[src/rtl/hacmd_pkg.sv]
package hacmd_pkg;

  localparam logic [1:0] REG_CTRL = 2'd0;
  localparam logic [1:0] REG_DATA = 2'd1;
  localparam logic [1:0] REG_INTR = 2'd2;

  localparam int CTRL_INTCLR_BIT = 5;
  localparam int CTRL_SOFTRST_BIT = 6;

  localparam logic [7:0] OP_NOP   = 8'h00;
  localparam logic [7:0] OP_MBOX  = 8'h01;
  localparam logic [7:0] OP_IDENT = 8'h04;
  localparam logic [7:0] OP_MBIE  = 8'h05;
  localparam logic [7:0] OP_SELTO = 8'h06;
  localparam logic [7:0] OP_BUSON = 8'h07;
  localparam logic [7:0] OP_BUSOF = 8'h08;
  localparam logic [7:0] OP_SPEED = 8'h09;
  localparam logic [7:0] OP_DEVS  = 8'h0A;
  localparam logic [7:0] OP_CONF  = 8'h0B;
  localparam logic [7:0] OP_SETUP = 8'h0D;
  localparam logic [7:0] OP_ECHO  = 8'h1F;

  localparam logic [7:0] IDENT_B0 = 8'h41;
  localparam logic [7:0] IDENT_B1 = 8'h41;
  localparam logic [7:0] IDENT_B2 = 8'h30;
  localparam logic [7:0] IDENT_B3 = 8'h31;
  localparam logic [7:0] CONF_B0  = 8'h01;
  localparam logic [7:0] CONF_B1  = 8'h04;
  localparam logic [7:0] CONF_B2  = 8'h07;
  localparam logic [7:0] SETUP_MBOX_IDX = 8'd4;

  typedef enum logic [1:0] {ST_IDLE, ST_PARAM, ST_PREP, ST_REPLY} cmdState_e;

  typedef struct packed {
    logic       valid;
    logic [2:0] nParam;
    logic [3:0] nReply;
    logic       lenFromParam;
  } opInfo_t;

  typedef struct packed {
    logic takeIn;
    logic latchOp;
    logic storeParam;
    logic loadReply;
    logic dropOut;
    logic setInv;
    logic clrInv;
    logic setDone;
  } strobe_t;

  function automatic opInfo_t decodeOp(input logic [7:0] op);
    opInfo_t r;
    r = '{valid: 1'b1, nParam: 3'd0, nReply: 4'd0, lenFromParam: 1'b0};
    case (op)
      OP_NOP:                      ;
      OP_MBOX, OP_SELTO:           r.nParam = 3'd4;
      OP_MBIE, OP_BUSON,
      OP_BUSOF, OP_SPEED:          r.nParam = 3'd1;
      OP_IDENT:                    r.nReply = 4'd4;
      OP_CONF:                     r.nReply = 4'd3;
      OP_DEVS:                     r.nReply = 4'd8;
      OP_ECHO: begin r.nParam = 3'd1; r.nReply = 4'd1; end
      OP_SETUP: begin r.nParam = 3'd1; r.lenFromParam = 1'b1; end
      default:                     r.valid = 1'b0;
    endcase
    return r;
  endfunction

endpackage

[src/rtl/hacmd_dp.sv]
module hacmd_dp
  import hacmd_pkg::*;
#(
  parameter int SLOTS = 4,
  parameter int IDX_W = 8
) (
  input  logic       clk,
  input  logic       rstN,
  input  logic       softRst,
  input  logic       dataWrite,
  input  logic       intClr,
  input  logic [7:0] wrData,
  input  strobe_t    strb,
  output logic       inFull,
  output logic [7:0] inByte,
  output logic       outFull,
  output logic [7:0] outByte,
  output logic       invErr,
  output logic       intDone
);

  localparam int PIDX_W = (SLOTS > 1) ? $clog2(SLOTS) : 1;

  logic [7:0]        opReg;
  logic [7:0]        params [SLOTS];
  logic [PIDX_W-1:0] paramIdx;
  logic [IDX_W-1:0]  replyIdx;
  logic [7:0]        mboxCount;
  logic [7:0]        replyByte;

  // inbound byte register
  always_ff @(posedge clk) begin
    if (!rstN || softRst) begin
      inFull <= 1'b0;
      inByte <= 8'h00;
    end else if (dataWrite && !inFull) begin
      inFull <= 1'b1;
      inByte <= wrData;
    end else if (strb.takeIn) begin
      inFull <= 1'b0;
    end
  end

  // opcode, parameter slots and kept mailbox count
  always_ff @(posedge clk) begin
    if (!rstN) begin
      opReg     <= OP_NOP;
      paramIdx  <= '0;
      mboxCount <= 8'h00;
    end else if (strb.latchOp) begin
      opReg    <= inByte;
      paramIdx <= '0;
    end else if (strb.storeParam) begin
      paramIdx <= paramIdx + 1'b1;
      if (opReg == OP_MBOX && paramIdx == '0) mboxCount <= inByte;
    end
  end

  for (genvar g = 0; g < SLOTS; g++) begin : gSlot
    always_ff @(posedge clk) begin
      if (!rstN) params[g] <= 8'h00;
      else if (strb.storeParam && paramIdx == PIDX_W'(g)) params[g] <= inByte;
    end
  end

  // reply byte source
  always_comb begin
    replyByte = 8'h00;
    case (opReg)
      OP_ECHO:  replyByte = params[0];
      OP_IDENT: case (replyIdx[1:0])
                  2'd0: replyByte = IDENT_B0;
                  2'd1: replyByte = IDENT_B1;
                  2'd2: replyByte = IDENT_B2;
                  default: replyByte = IDENT_B3;
                endcase
      OP_CONF:  case (replyIdx[1:0])
                  2'd0: replyByte = CONF_B0;
                  2'd1: replyByte = CONF_B1;
                  default: replyByte = CONF_B2;
                endcase
      OP_DEVS:  replyByte = 8'h01 << replyIdx[2:0];
      OP_SETUP: replyByte = (replyIdx == IDX_W'(SETUP_MBOX_IDX)) ? mboxCount : 8'h00;
      default:  replyByte = 8'h00;
    endcase
  end

  // outbound byte register
  always_ff @(posedge clk) begin
    if (!rstN || softRst) begin
      outFull  <= 1'b0;
      outByte  <= 8'h00;
      replyIdx <= '0;
    end else begin
      if (strb.latchOp) replyIdx <= '0;
      if (strb.loadReply) begin
        outFull  <= 1'b1;
        outByte  <= replyByte;
        replyIdx <= replyIdx + 1'b1;
      end else if (strb.dropOut) begin
        outFull <= 1'b0;
      end
    end
  end

  // flags
  always_ff @(posedge clk) begin
    if (!rstN || softRst) begin
      invErr  <= 1'b0;
      intDone <= 1'b0;
    end else begin
      if (strb.setInv) invErr <= 1'b1;
      else if (strb.clrInv) invErr <= 1'b0;
      if (strb.setDone) intDone <= 1'b1;
      else if (intClr) intDone <= 1'b0;
    end
  end

  assert_ignore_write_R8: assert property (@(posedge clk) disable iff (!rstN)
    (inFull && dataWrite && !strb.takeIn && !softRst) |=> (inFull && inByte == $past(inByte)));

  assert_int_clear_R11: assert property (@(posedge clk) disable iff (!rstN)
    (intClr && !strb.setDone && !softRst) |=> !intDone);

  assert_soft_reset_R12: assert property (@(posedge clk) disable iff (!rstN)
    softRst |=> (!inFull && !outFull && !invErr && !intDone));

endmodule

[src/rtl/hacmd_ctrl.sv]
module hacmd_ctrl
  import hacmd_pkg::*;
#(
  parameter int LEN_W = 8
) (
  input  logic       clk,
  input  logic       rstN,
  input  logic       softRst,
  input  logic       hostRead,
  input  logic       inFull,
  input  logic [7:0] inByte,
  input  logic       outFull,
  output strobe_t    strb,
  output logic       idle
);

  cmdState_e        state, stateNx;
  logic [2:0]       paramLeft, paramLeftNx;
  logic [LEN_W-1:0] replyLeft, replyLeftNx;
  opInfo_t          info, infoNx, decoded;

  always_comb decoded = decodeOp(inByte);

  always_comb begin
    strb        = '0;
    stateNx     = state;
    paramLeftNx = paramLeft;
    replyLeftNx = replyLeft;
    infoNx      = info;
    case (state)
      ST_IDLE: if (inFull) begin
        strb.takeIn = 1'b1;
        if (!decoded.valid) begin
          strb.setInv  = 1'b1;
          strb.setDone = 1'b1;
        end else begin
          strb.latchOp = 1'b1;
          strb.clrInv  = 1'b1;
          infoNx       = decoded;
          if (decoded.nParam != 3'd0) begin
            paramLeftNx = decoded.nParam;
            stateNx     = ST_PARAM;
          end else if (decoded.nReply != 4'd0) begin
            replyLeftNx = LEN_W'(decoded.nReply);
            stateNx     = ST_PREP;
          end else begin
            strb.setDone = 1'b1;
          end
        end
      end
      ST_PARAM: if (inFull) begin
        strb.takeIn     = 1'b1;
        strb.storeParam = 1'b1;
        paramLeftNx     = paramLeft - 3'd1;
        if (paramLeft == 3'd1) begin
          replyLeftNx = info.lenFromParam ? LEN_W'(inByte) : LEN_W'(info.nReply);
          stateNx     = ST_PREP;
        end
      end
      ST_PREP: begin
        if (replyLeft == '0) begin
          strb.setDone = 1'b1;
          stateNx      = ST_IDLE;
        end else begin
          strb.loadReply = 1'b1;
          replyLeftNx    = replyLeft - 1'b1;
          stateNx        = ST_REPLY;
        end
      end
      ST_REPLY: begin
        strb.takeIn = inFull;
        if (hostRead && outFull) begin
          if (replyLeft != '0) begin
            strb.loadReply = 1'b1;
            replyLeftNx    = replyLeft - 1'b1;
          end else begin
            strb.dropOut = 1'b1;
            strb.setDone = 1'b1;
            stateNx      = ST_IDLE;
          end
        end
      end
      default: stateNx = ST_IDLE;
    endcase
    if (softRst) strb = '0;
  end

  always_ff @(posedge clk) begin
    if (!rstN || softRst) begin
      state     <= ST_IDLE;
      paramLeft <= 3'd0;
      replyLeft <= '0;
      info      <= '0;
    end else begin
      state     <= stateNx;
      paramLeft <= paramLeftNx;
      replyLeft <= replyLeftNx;
      info      <= infoNx;
    end
  end

  assign idle = (state == ST_IDLE);

  assert_reply_has_byte_R9: assert property (@(posedge clk) disable iff (!rstN)
    (state == ST_REPLY) |-> outFull);

  assert_param_no_out_R3: assert property (@(posedge clk) disable iff (!rstN)
    (state == ST_PARAM) |-> !outFull);

  assert_done_goes_idle_R10: assert property (@(posedge clk) disable iff (!rstN)
    (strb.setDone && !softRst) |=> idle);

endmodule

[src/rtl/hacmd_port.sv]
module hacmd_port
  import hacmd_pkg::*;
#(
  parameter int SLOTS = 4,
  parameter int LEN_W = 8
) (
  input  logic       clk,
  input  logic       rstN,
  input  logic [1:0] addr,
  input  logic       wrEn,
  input  logic [7:0] wrData,
  input  logic       rdEn,
  output logic [7:0] rdData,
  output logic       irqOut
);

  strobe_t    strb;
  logic       inFull, outFull, invErr, intDone, idle;
  logic [7:0] inByte, outByte, statusReg, intrReg;
  logic       ctrlWrite, dataWrite, softRst, intClr, hostRead;

  assign ctrlWrite = wrEn && addr == REG_CTRL;
  assign dataWrite = wrEn && addr == REG_DATA;
  assign softRst   = ctrlWrite && wrData[CTRL_SOFTRST_BIT];
  assign intClr    = ctrlWrite && wrData[CTRL_INTCLR_BIT];
  assign hostRead  = rdEn && addr == REG_DATA;

  hacmd_ctrl #(.LEN_W(LEN_W)) uCtrl (
    .clk(clk), .rstN(rstN), .softRst(softRst), .hostRead(hostRead),
    .inFull(inFull), .inByte(inByte), .outFull(outFull),
    .strb(strb), .idle(idle)
  );

  hacmd_dp #(.SLOTS(SLOTS), .IDX_W(LEN_W)) uDp (
    .clk(clk), .rstN(rstN), .softRst(softRst), .dataWrite(dataWrite),
    .intClr(intClr), .wrData(wrData), .strb(strb),
    .inFull(inFull), .inByte(inByte), .outFull(outFull), .outByte(outByte),
    .invErr(invErr), .intDone(intDone)
  );

  assign statusReg = {3'b000, idle, outFull, inFull, 1'b0, invErr};
  assign intrReg   = {intDone, 4'b0000, intDone, 2'b00};
  assign irqOut    = intrReg[7];

  always_comb begin
    case (addr)
      REG_CTRL: rdData = statusReg;
      REG_DATA: rdData = outByte;
      REG_INTR: rdData = intrReg;
      default:  rdData = 8'h00;
    endcase
  end

endmodule

[config.mk]
export PLATFORM = sky130hd
export DESIGN_NAME = hacmd_port
export DESIGN_NICKNAME = d
export VERILOG_FILES = /design/src/rtl/hacmd_pkg.sv /design/src/rtl/hacmd_dp.sv /design/src/rtl/hacmd_ctrl.sv /design/src/rtl/hacmd_port.sv
export SDC_FILE = /design/constraint.sdc
export NUM_CORES = 1
export LEC_CHECK = 0
export BUFFER_PORTS_ARGS = -buffer_cell sky130_fd_sc_hd__buf_2
export CAP_MARGIN = 20
export CORE_MARGIN = 1.5
export CORE_UTILIZATION = 60
export CTS_CLUSTER_DIAMETER = 60
export DETAILED_ROUTE_END_ITERATION = 8
export PLACE_DENSITY = 0.79
export RECOVER_POWER = 100
export SLEW_MARGIN = 20
export SYNTH_ARGS = -nofsm -noshare
export SYNTH_HDL_FRONTEND = slang
export SYNTH_SLANG_ARGS = --single-unit
[constraint.sdc]
create_clock -name clk -period 6.67 [get_ports clk]
set_input_delay 0.667 -clock clk [delete_from_list [all_inputs] [get_ports clk]]
set_output_delay 0.667 -clock clk [all_outputs]
set_load 0.05 [all_outputs]
# ---- Word level (Yosys, flattened, before mapping)
# Memories as Yosys holds them, arrays and structs flattened.
# Index checks and enable logic that the tools add are counted.
dict set report totals {
  latch_bits 0
  input_bits 14
  mem_count 1
  ramBits 32
  romBits 0
  register_bits 64
  output_inout_bits 9
}
# memory depth word_bits read_ports rd_clocked_by_memory_dff write_ports line_no
set memory_table {}
lappend memory_table {uDp.params 4 8 1 0 4 hacmd_dp.sv:25} ;# logic [7:0] params [SLOTS];
dict set report op_classes {
  n_eq_ne 41
  n_bitwise 6
  n_reduce_logical 40
  n_mul 0
  n_mux 84
  order_cmp 0
  add_sub_neg 4
  div 0
  shift 1
}
# op n
set ops {}
lappend ops {{8-bit 2-to-1 mux} 18}
lappend ops {{8-bit by 4-bit == test with 1-bit output (second input constant)} 8}
lappend ops {{8-bit by 3-bit == test with 1-bit output (second input constant)} 6}
lappend ops {{8-bit one-hot mux with 5 select lines} 1}
lappend ops {{1-bit 2-to-1 mux} 37}
lappend ops {{8-bit one-hot mux with 4 select lines} 1}
lappend ops {{2-bit 2-to-1 mux} 12}
lappend ops {{8-bit one-hot mux with 3 select lines} 1}
lappend ops {{3-bit one-hot mux with 2 select lines} 3}
lappend ops {{8-bit by 1-bit == test with 1-bit output (second input constant)} 2}
lappend ops {{8-bit by 5-bit == test with 1-bit output (second input constant)} 2}
lappend ops {{8-bit logical NOT} 2}
lappend ops {{2-bit by 1-bit inequality test with 1-bit output (second input constant)} 8}
lappend ops {{4-bit one-hot mux with 4 select lines} 1}
lappend ops {{3-bit 2-to-1 mux} 5}
lappend ops {{7-bit one-hot mux with 2 select lines} 1}
lappend ops {{2-bit == test (second input constant)} 6}
lappend ops {{1-bit logical AND} 12}
lappend ops {{2-bit nonzero test} 6}
lappend ops {{12-bit OR reduction} 1}
lappend ops {{9-bit AND reduction} 1}
lappend ops {{8-bit by 1-bit adder with 8-bit output (second input constant)} 1}
lappend ops {{2-bit by 1-bit == test with 1-bit output (second input constant)} 4}
lappend ops {{2-bit logical NOT} 4}
lappend ops {{22 further kinds} 33}

# ---- Longest topological paths before layout
# Gate-level depths: netlist (run 1).
dict set report depth {
  ltp_word 14
  depth_mapped 10
}

# ---- Hierarchy
# A second synthesis (run 1) with hierarchy kept.
dict set report unflattened {
  cells_unflattened 487
  area_unflattened_um2 4184.0
}
# module seq_area_each_um2 cells_per_inst n_inst area_each_um2
set modules_own_cells {}
lappend modules_own_cells {hacmd_dp 1161.1 277 1 2558.7}
lappend modules_own_cells {hacmd_ctrl 360.3 191 1 1475.2}
lappend modules_own_cells {hacmd_port 0.0 19 1 150.1}

# ---- Worst setup path before layout (run 1)
# Ideal clock, no wire load.
dict set report synth_path {
  path_type {input -> output}
  startpoint {in addr[1]}
  endpoint {out rdData[7]}
  required_ns 6.003
  stages 3
  arrival_ns 2.003
  slack_ns 4.000
  cell_sequence {buf_2 > nand2_1 > o21ai_0}
}
dict set report synth_via {
  elab_chain_len 2
  word_cells_on_any_way 4
  classes_between {eq/ne (2); mux (1); reduce/logical (1)}
}
# item line_no
set synth_lines {}
lappend synth_lines {{start, declared} hacmd_port.sv:9} ;# input logic [1:0] addr,
lappend synth_lines {{2-bit == test (tied with other cells)} hacmd_port.sv:46} ;# case (addr)
lappend synth_lines {{8-bit one-hot mux with 3 select lines (*)} hacmd_port.sv:46}
lappend synth_lines {{end, declared} hacmd_port.sv:13} ;# output logic [7:0] rdData,
# Every way passes the cells marked *; elsewhere a longest branch is shown, timed or not.

# ---- Worst setup path in the final report (run 1)
dict set report layout_path {
  startpoint {in addr[0]}
  endpoint {reg uDp.mboxCount[2]}
}
dict set report layout_via {
  elab_chain_len 6
}
# item line_no
set layout_lines {}
lappend layout_lines {{2-bit logical NOT (*)} hacmd_port.sv:22} ;# assign ctrlWrite = wrEn && addr == REG_CTRL;
lappend layout_lines {{1-bit logical AND (*)} hacmd_port.sv:22}
lappend layout_lines {{1-bit logical AND (*)} hacmd_port.sv:24} ;# assign softRst = ctrlWrite && wrData[CTRL_SOFTRST_BIT];
lappend layout_lines {{8-bit 2-to-1 mux (*)} hacmd_ctrl.sv:85} ;# if (softRst) strb = '0;
lappend layout_lines {{1-bit NOT (no line)} --}
lappend layout_lines {{3-bit AND reduction (no line) (*)} --}
lappend layout_lines {{end signal, assigned} hacmd_dp.sv:55} ;# if (opReg == OP_MBOX && paramIdx == '0) mboxCount <= inByte;
lappend layout_lines {{end, declared} hacmd_dp.sv:28} ;# logic [7:0] mboxCount;
# Marked as above.
# A chain may end at the register's enable or synchronous reset.

==> run_summary.xml, run 1 <==
<?xml version="1.0" encoding="UTF-8"?>
<metrics>
  <group name="logic_synthesis">
    <metric name="synth_top_area_share" unit="%">32.1</metric>
    <metric name="synth_cell_count_leaders" unit="">sky130_fd_sc_hd__dfxtp_1, sky130_fd_sc_hd__nand2_1, sky130_fd_sc_hd__a21oi_1</metric>
    <metric name="mean_instance_size_in_the_synthesized_netlist" unit="µm²">8.38</metric>
    <metric name="synthMostInstantiatedCell" unit="">sky130_fd_sc_hd__dfxtp_1</metric>
    <metric name="synthesis.nets" unit="">503</metric>
    <metric name="syn-instance-count" unit="">477</metric>
    <metric name="ys_warn_count" unit="">0</metric>
    <metric name="post_synth_main_area_contributors" unit="">sky130_fd_sc_hd__dfxtp_1, sky130_fd_sc_hd__edfxtp_1, sky130_fd_sc_hd__nand2_1</metric>
    <metric name="number_of_enable_type_register_cells_in_the_synthesized_netlist" unit="">8</metric>
    <metric name="yosysSeqAreaShare" unit="%">38.1</metric>
    <metric name="synth_flop_cell" unit="">sky130_fd_sc_hd__dfxtp_1</metric>
    <metric name="post_synth_num_cell_types" unit="">69</metric>
    <metric name="ys_async_sr_fraction" unit="%">0</metric>
    <metric name="synthesis.area" unit="µm²">4000</metric>
    <metric name="synth_top_cell_by_area" unit="">sky130_fd_sc_hd__dfxtp_1</metric>
    <metric name="synth.ff_latch_count" unit="">72</metric>
  </group>
  <group name="finish">
    <metric name="area_growth_syn_to_layout" unit="%">4.76</metric>
    <metric name="finish.net_count" unit="">506</metric>
    <metric name="insertedDiodeCount" unit="">0</metric>
    <metric name="fill_cells" unit="">587</metric>
    <metric name="drive_gt1_share" unit="%">8.66</metric>
    <metric name="fin_util" unit="%">65.5</metric>
  </group>
  <group name="floorplan">
    <metric name="design.die.area" unit="µm²">7160</metric>
    <metric name="die_width" unit="µm">84.6</metric>
    <metric name="die_height" unit="µm">84.6</metric>
    <metric name="ios" unit="">23</metric>
    <metric name="floorplan.initialDensity" unit="%">62.6</metric>
    <metric name="rows" unit="">29</metric>
    <metric name="core-area" unit="µm²">6390</metric>
  </group>
  <group name="routing">
    <metric name="wl_per_cell" unit="µm">17.1</metric>
    <metric name="detail_route.vias_per_cell" unit="">6.31</metric>
    <metric name="post-route-drc-count" unit="">0</metric>
    <metric name="routed_wirelength" unit="µm">9630</metric>
    <metric name="routed-via-count" unit="">3544</metric>
    <metric name="initialDrtViolationCount" unit="">287</metric>
    <metric name="antenna_violating_nets_post_route" unit="">0</metric>
    <metric name="first_pass_iters" unit="">8</metric>
  </group>
  <group name="cts">
    <metric name="worst_setup_hold_path_clk_slew" unit="ns">0.09</metric>
    <metric name="numCtsBuffers" unit="">9</metric>
    <metric name="cts-root-buf" unit="">sky130_fd_sc_hd__clkbuf_8</metric>
    <metric name="cts.htree.levels" unit="">3</metric>
    <metric name="ctsLongestPathBuffers" unit="">2</metric>
    <metric name="cts_num_sinks" unit="">72</metric>
    <metric name="cts_tree" unit="">done</metric>
    <metric name="cts.repair_timing.setup_buffer_count" unit="">0</metric>
    <metric name="cts-resized-gates" unit="">0</metric>
    <metric name="clk_lat_worst_skew" unit="ns">0.35</metric>
    <metric name="hold_buffers" unit="">0</metric>
  </group>
  <group name="setup_path">
    <metric name="timing.critical_path.arrival" unit="ns">3.68</metric>
    <metric name="critical_path_required" unit="ns">6.91</metric>
    <metric name="cp_slowest_stage_delay" unit="ns">1.43</metric>
    <metric name="startpoint_type" unit="">input pin</metric>
    <metric name="worstSetupPathType" unit="">input pin to flop</metric>
    <metric name="cp_slowest_cell" unit="">sky130_fd_sc_hd__nor4_1</metric>
    <metric name="crit_path_max_fanout" unit="">11</metric>
    <metric name="critical_path_sink_type" unit="">flop</metric>
    <metric name="crit_path_cell_trace" unit="">clkbuf_1, nand4bb_1, and3_1, nand2_1, nor4_1, mux2i_1, nor2b_1</metric>
    <metric name="setup.reg_to_reg.worst_slack" unit="ns">3.30</metric>
  </group>
  <group name="global_routing">
    <metric name="wire_length_of_the_first_global_routing_pass" unit="µm">16300</metric>
    <metric name="grt_use_total" unit="%">28.5</metric>
    <metric name="grt_antenna_before_repair" unit="">0</metric>
    <metric name="first_global_vias" unit="">3271</metric>
    <metric name="grt_start_max_net_pins" unit="">33</metric>
    <metric name="grt-ovfl-total" unit="">0</metric>
  </group>
  <group name="pwr">
    <metric name="power.share.clock" unit="%">39.1</metric>
    <metric name="pwr-share-seq" unit="%">55.4</metric>
    <metric name="p_leak" unit="nW">1.51</metric>
    <metric name="switching_fraction" unit="%">26.7</metric>
    <metric name="p_sw" unit="mW">0.216</metric>
    <metric name="worst_ir_drop_vdd" unit="µV">190</metric>
    <metric name="cell_internal_pwr" unit="mW">0.594</metric>
    <metric name="power.density_cell_area" unit="nW/µm²">194</metric>
    <metric name="pwr-share-comb" unit="%">5.5</metric>
    <metric name="total_power" unit="mW">0.810</metric>
  </group>
  <group name="sta">
    <metric name="grt_setup_unrepaired" unit="">no</metric>
    <metric name="final.min_clock_period" unit="ns">3.44</metric>
    <metric name="final_max_slew_viol_count" unit="">9</metric>
    <metric name="ratio_of_final_minimum_period_to_clock_period" unit="%">51.5</metric>
    <metric name="top_achievable_clock_speed" unit="GHz">0.291</metric>
    <metric name="timing_worst_slew_pin_value" unit="ns">1.77</metric>
    <metric name="timing.setup.tns" unit="ns">0</metric>
    <metric name="finalHoldViolations" unit="">0</metric>
    <metric name="clock_skew" unit="ns">0.0129</metric>
    <metric name="maxSlewHeadroom" unit="%">-19.1</metric>
    <metric name="finalSetupViolations" unit="">0</metric>
  </group>
  <group name="outcome">
    <metric name="status" unit="">complete, but fails checks</metric>
    <metric name="violations" unit="">capacitance limit, slew limit</metric>
  </group>
  <group name="flow_run">
    <metric name="drv_cap" unit="">1</metric>
  </group>
  <group name="placed_design">
    <metric name="gp_routability_congestion" unit="">0.889</metric>
    <metric name="io_port_bufs" unit="">22</metric>
    <metric name="place.detailed.hpwl" unit="µm">6890</metric>
  </group>
  <group name="min_path">
    <metric name="hold_class" unit="">flop to flop</metric>
  </group>
</metrics>
==> state kept, by name, indices dropped and copies added (netlist names), 3 cells and up <==
signal	flops
uDp.outByte	8
uCtrl.info	5
uCtrl.paramLeft	3
uDp.inByte	8
uCtrl.replyLeft	8
uDp.params	8
uDp.replyIdx	8
uDp.mboxCount	8
uDp.opReg	8
==> critical path, delay by kind of cell <==
| kind | cells | cell delay [ns] |
|---|---|---|
| buffers and inverters | 1 | 0.43 |
| and+or+nand+nor | 5 | 2.26 |
| muxes | 1 | 0.32 |
==> layout by cell type, fill, tap and decap left out, types with 6 or more instances in the layout <==
master,count
sky130_fd_sc_hd__dfxtp_1,64
sky130_fd_sc_hd__o21ai_0,16
sky130_fd_sc_hd__or3_1,6
sky130_fd_sc_hd__clkbuf_1,10
sky130_fd_sc_hd__mux2i_1,16
sky130_fd_sc_hd__and2_0,8
sky130_fd_sc_hd__ha_1,12
sky130_fd_sc_hd__nor2_1,40
sky130_fd_sc_hd__a21oi_1,41
sky130_fd_sc_hd__nor2b_1,12
sky130_fd_sc_hd__and3_1,10
sky130_fd_sc_hd__edfxtp_1,8
sky130_fd_sc_hd__nor3_1,16
sky130_fd_sc_hd__buf_2,12
sky130_fd_sc_hd__clkbuf_8,9
sky130_fd_sc_hd__nand2_1,58
sky130_fd_sc_hd__inv_1,15
sky130_fd_sc_hd__and2_1,6
sky130_fd_sc_hd__nand3_1,17
==> cells by family after synthesis <==
logic type / count (synthesis) / share of synthesized area [%]
AO/OA/AOI/OAI: 111 / 18.7
XOR/XNOR: 7 / 1.53
adder cells (fa/ha/maj): 12 / 3.76
buffers and inverters: 47 / 5.48
flip-flops: 72 / 38.1
multiplexers: 16 / 4.01
AND/OR/NAND/NOR: 212 / 28.4
==> final cells by class <==
cell class                      count  area, µm²  share of cell area [%]
Tap cell                           77       96.3                    2.30
Clock buffer                        9        124                    2.96
Inverter                           15       56.3                    1.35
Multi-Input combinational cell    358       2220                    53.1
Sequential cell                    72       1520                    36.4
Timing Repair Buffer               24        113                    2.69
Clock inverter                      7       52.6                    1.26
==> through the flow <==
step | setup WS [ns] | hold slack [ns] | cells | cell area (µm²)
floorplan | 4.00 | 0.432 | 477 | 4000
CTS | 3.94 | 0.470 | 562 | 4230
global route | 2.88 | 0.495 | 562 | 4190
finish | 3.23 | 0.468 | 562 | 4190
global placement | 3.98 | 0.448 | 546 | 4050
detailed placement | 3.88 | 0.457 | 546 | 4050
==> per-layer routing <==
metal	share of wire (%)	vias to the layer above	routed length [µm]	global-route usage (%)
met5	0	-	0	3.50
met4	1.2	0	120	6.74
met3	7.6	14	729	7.47
met2	44	130	4260	42.4
met1	47	1669	4520	41.2
li1	-	1731	-	-
==> power groups by stage <==
stage          logic [mW]  registers [mW]  clock network, mW
6_report           0.0446           0.449              0.317
5_1_grt            0.0485           0.449              0.343
4_1_cts            0.0444           0.448              0.321
3_5_place_dp       0.0442           0.458                  0
3_3_place_gp       0.0438           0.458                  0
2_1_floorplan      0.0354           0.454                  0
==> final timing paths <==
kind | cells after the start | startpoint | end
worst max-delay path | 7 | addr[0] | uDp.mboxCount[2]$_SDFFE_PN0P_
worst min-delay path | 2 | uCtrl.info[1]$_SDFFE_PP0P_ | uCtrl.info[1]$_SDFFE_PP0P_
worst max register to register | 6 | uCtrl.state[0]$_SDFFE_PP0P_ | uDp.mboxCount[2]$_SDFFE_PN0P_
worst min register to register | 2 | uCtrl.info[1]$_SDFFE_PP0P_ | uCtrl.info[1]$_SDFFE_PP0P_
Note: power is estimated with default switching activity, not from simulation.
==> run 2: changes to the inputs <==
==> constraint.sdc (replaced) <==
create_clock -name clk -period 3.25 [get_ports clk]
set_input_delay 0.325 -clock clk [delete_from_list [all_inputs] [get_ports clk]]
set_output_delay 0.325 -clock clk [all_outputs]
set_load 0.05 [all_outputs]
==> run 2 against run 1 <==
The run now ends clean. Utilization grew 0.37 points. Combinational power grew 110%. Count of clock-buffer cells in the layout is the same. Largest cell class unchanged.
==> run_summary.xml, run 2 (synthesis results as in run 1) <==
<?xml version="1.0" encoding="UTF-8"?>
<metrics>
  <group name="floorplan">
    <metric name="design.die.area" unit="µm²">7160</metric>
    <metric name="floorplan.initialDensity" unit="%">62.6</metric>
    <metric name="die_width" unit="µm">84.6</metric>
    <metric name="rows" unit="">29</metric>
    <metric name="ios" unit="">23</metric>
    <metric name="die_height" unit="µm">84.6</metric>
    <metric name="core-area" unit="µm²">6390</metric>
  </group>
  <group name="sta">
    <metric name="ratio_of_final_minimum_period_to_clock_period" unit="%">85.1</metric>
    <metric name="clock_skew" unit="ns">0.00594</metric>
    <metric name="final.min_clock_period" unit="ns">2.76</metric>
    <metric name="grt_setup_unrepaired" unit="">no</metric>
    <metric name="timing_worst_slew_pin_value" unit="ns">1.07</metric>
    <metric name="finalHoldViolations" unit="">0</metric>
    <metric name="top_achievable_clock_speed" unit="GHz">0.362</metric>
    <metric name="timing.setup.tns" unit="ns">0</metric>
    <metric name="finalSetupViolations" unit="">0</metric>
    <metric name="final_max_slew_viol_count" unit="">0</metric>
    <metric name="hold_ws" unit="ns">0.205</metric>
    <metric name="maxSlewHeadroom" unit="%">28.3</metric>
  </group>
  <group name="cts">
    <metric name="cts_num_sinks" unit="">72</metric>
    <metric name="ctsLongestPathBuffers" unit="">2</metric>
    <metric name="worst_setup_hold_path_clk_slew" unit="ns">0.08</metric>
    <metric name="cts-root-buf" unit="">sky130_fd_sc_hd__clkbuf_8</metric>
    <metric name="cts.htree.levels" unit="">3</metric>
    <metric name="clk_lat_worst_skew" unit="ns">0.35</metric>
    <metric name="cts.repair_timing.setup_buffer_count" unit="">0</metric>
    <metric name="numCtsBuffers" unit="">9</metric>
    <metric name="cts-resized-gates" unit="">0</metric>
    <metric name="hold_buffers" unit="">0</metric>
    <metric name="cts_tree" unit="">done</metric>
  </group>
  <group name="placed_design">
    <metric name="io_port_bufs" unit="">22</metric>
    <metric name="place.detailed.hpwl" unit="µm">6940</metric>
    <metric name="gp_routability_congestion" unit="">0.892</metric>
  </group>
  <group name="setup_path">
    <metric name="levels_on_crit_path" unit="">6</metric>
    <metric name="crit_path_cell_trace" unit="">and2b_1, and3_1, nand2_1, nor4_2, mux2i_1, nor2b_1</metric>
    <metric name="worst_path_dominant_cell_family" unit="">simple AND/OR/NAND/NOR gates</metric>
    <metric name="critical_path_required" unit="ns">3.49</metric>
    <metric name="reg2reg_to" unit="">uDp.mboxCount[6]$_SDFFE_PN0P_</metric>
    <metric name="cp_slowest_stage_delay" unit="ns">0.91</metric>
    <metric name="crit_path_max_fanout" unit="">19</metric>
    <metric name="critical_path_buf_inv_count" unit="">0</metric>
    <metric name="critical_path_sink_type" unit="">flop</metric>
    <metric name="worst-r2r-cell-count" unit="">6</metric>
    <metric name="cp_slowest_cell" unit="">sky130_fd_sc_hd__nor4_2</metric>
    <metric name="setup.reg_to_reg.worst_slack" unit="ns">0.49</metric>
    <metric name="critPathLaunch" unit="">uCtrl.state[0]$_SDFFE_PP0P_</metric>
    <metric name="timing.critical_path.to" unit="">uDp.mboxCount[6]$_SDFFE_PN0P_</metric>
    <metric name="worstSetupPathType" unit="">flop to flop</metric>
    <metric name="startpoint_of_the_lowest_slack_register_to_register_path" unit="">uCtrl.state[0]$_SDFFE_PP0P_</metric>
    <metric name="startpoint_type" unit="">flop</metric>
    <metric name="timing.critical_path.arrival" unit="ns">3.00</metric>
  </group>
  <group name="finish">
    <metric name="insertedDiodeCount" unit="">0</metric>
    <metric name="commonest_cells_after_routing_fill_and_taps_aside" unit="">sky130_fd_sc_hd__dfxtp_1, sky130_fd_sc_hd__nand2_1, sky130_fd_sc_hd__a21oi_1</metric>
    <metric name="mostFrequentLayoutCell" unit="">sky130_fd_sc_hd__dfxtp_1</metric>
    <metric name="area_growth_syn_to_layout" unit="%">5.36</metric>
    <metric name="fill_cells" unit="">562</metric>
    <metric name="finish.net_count" unit="">508</metric>
    <metric name="drive_gt1_share" unit="%">8.62</metric>
  </group>
  <group name="min_path">
    <metric name="hold_depth" unit="">3</metric>
    <metric name="hold_class" unit="">input pin to flop</metric>
  </group>
  <group name="routing">
    <metric name="antenna_violating_nets_post_route" unit="">0</metric>
    <metric name="routed_wirelength" unit="µm">9870</metric>
    <metric name="detail_route.vias_per_cell" unit="">6.30</metric>
    <metric name="initialDrtViolationCount" unit="">293</metric>
    <metric name="wl_per_cell" unit="µm">17.5</metric>
    <metric name="first_pass_iters" unit="">5</metric>
    <metric name="routed-via-count" unit="">3553</metric>
    <metric name="post-route-drc-count" unit="">0</metric>
  </group>
  <group name="global_routing">
    <metric name="grt_antenna_before_repair" unit="">0</metric>
    <metric name="first_global_vias" unit="">3304</metric>
    <metric name="grt_start_max_net_pins" unit="">31</metric>
    <metric name="grt_use_total" unit="%">29.0</metric>
    <metric name="grt-ovfl-total" unit="">0</metric>
    <metric name="wire_length_of_the_first_global_routing_pass" unit="µm">16500</metric>
  </group>
  <group name="pwr">
    <metric name="worst_ir_drop_vdd" unit="µV">341</metric>
    <metric name="p_leak" unit="nW">1.52</metric>
    <metric name="power.density_cell_area" unit="nW/µm²">400</metric>
  </group>
  <group name="flow_run">
    <metric name="drv_cap" unit="">0</metric>
  </group>
  <group name="outcome">
    <metric name="status" unit="">finished, final reports clean</metric>
  </group>
</metrics>
==> run 2: changes by cell type in the layout (fill, tap and decap cells not counted), sizes merged <==
cell    before  now
clkbuf      19   21
==> run 2: layout make-up <==
class | count | area, µm² | area share [%]
clock inverter | 7 | 62.6 | 1.49
inverter | 15 | 56.3 | 1.34
multi-input combinational | 358 | 2230 | 52.9
tap | 77 | 96.3 | 2.29
clock buffer | 9 | 124 | 2.94
sequential | 72 | 1520 | 36.1
timing repair buffer | 26 | 120 | 2.85
==> run 2: worst min path at each step <==
stage / from / to / slack [ns]
after floorplan: uCtrl.info[3]$_SDFFE_PP0P_ / uCtrl.info[3]$_SDFFE_PP0P_ / 0.43
after global placement: uCtrl.info[3]$_SDFFE_PP0P_ / uCtrl.info[3]$_SDFFE_PP0P_ / 0.44
after detailed placement: uCtrl.info[3]$_SDFFE_PP0P_ / uCtrl.info[3]$_SDFFE_PP0P_ / 0.44
after CTS: wrData[2] / uDp.inByte[2]$_SDFFE_PP0P_ / 0.20
after global routing: wrData[4] / uDp.inByte[4]$_SDFFE_PP0P_ / 0.21
final: wrData[0] / uDp.inByte[0]$_SDFFE_PP0P_ / 0.20
==> run 2: worst min-delay path, cell delays in order <==
cell	delay (ns)
sky130_fd_sc_hd__buf_2	0.10
sky130_fd_sc_hd__nand2_1	0.04
sky130_fd_sc_hd__a21oi_1	0.05
==> run 2: power by group <==
group	total (mW)	internal (mW)	leakage [nW]	switching, mW
clock	0.671	0.293	0.0927	0.379
combinational	0.0936	0.0298	0.830	0.0638
sequential	0.921	0.905	0.599	0.0161
==> run 2: through the flow <==
step	area (µm²)	cells	total power, mW	utilization, %	setup slack (ns)
2_1_floorplan	4000	477	1.00	-	1.02
3_3_place_gp	4070	548	1.03	63.7	0.876
3_5_place_dp	4070	548	1.03	63.7	0.772
4_1_cts	4260	564	1.70	66.6	0.750
5_1_grt	4210	564	1.75	65.9	0.257
6_report	4210	564	1.69	65.9	0.486
==> run 2: layer usage <==
metal / vias up / wire [µm] / GRT usage [%]
li1: 1730 / - / -
met5: - / 0 / 0
met1: 1667 / 4610 / 41.9
met4: 0 / 123 / 8.80
met3: 13 / 825 / 9.14
met2: 143 / 4310 / 41.5
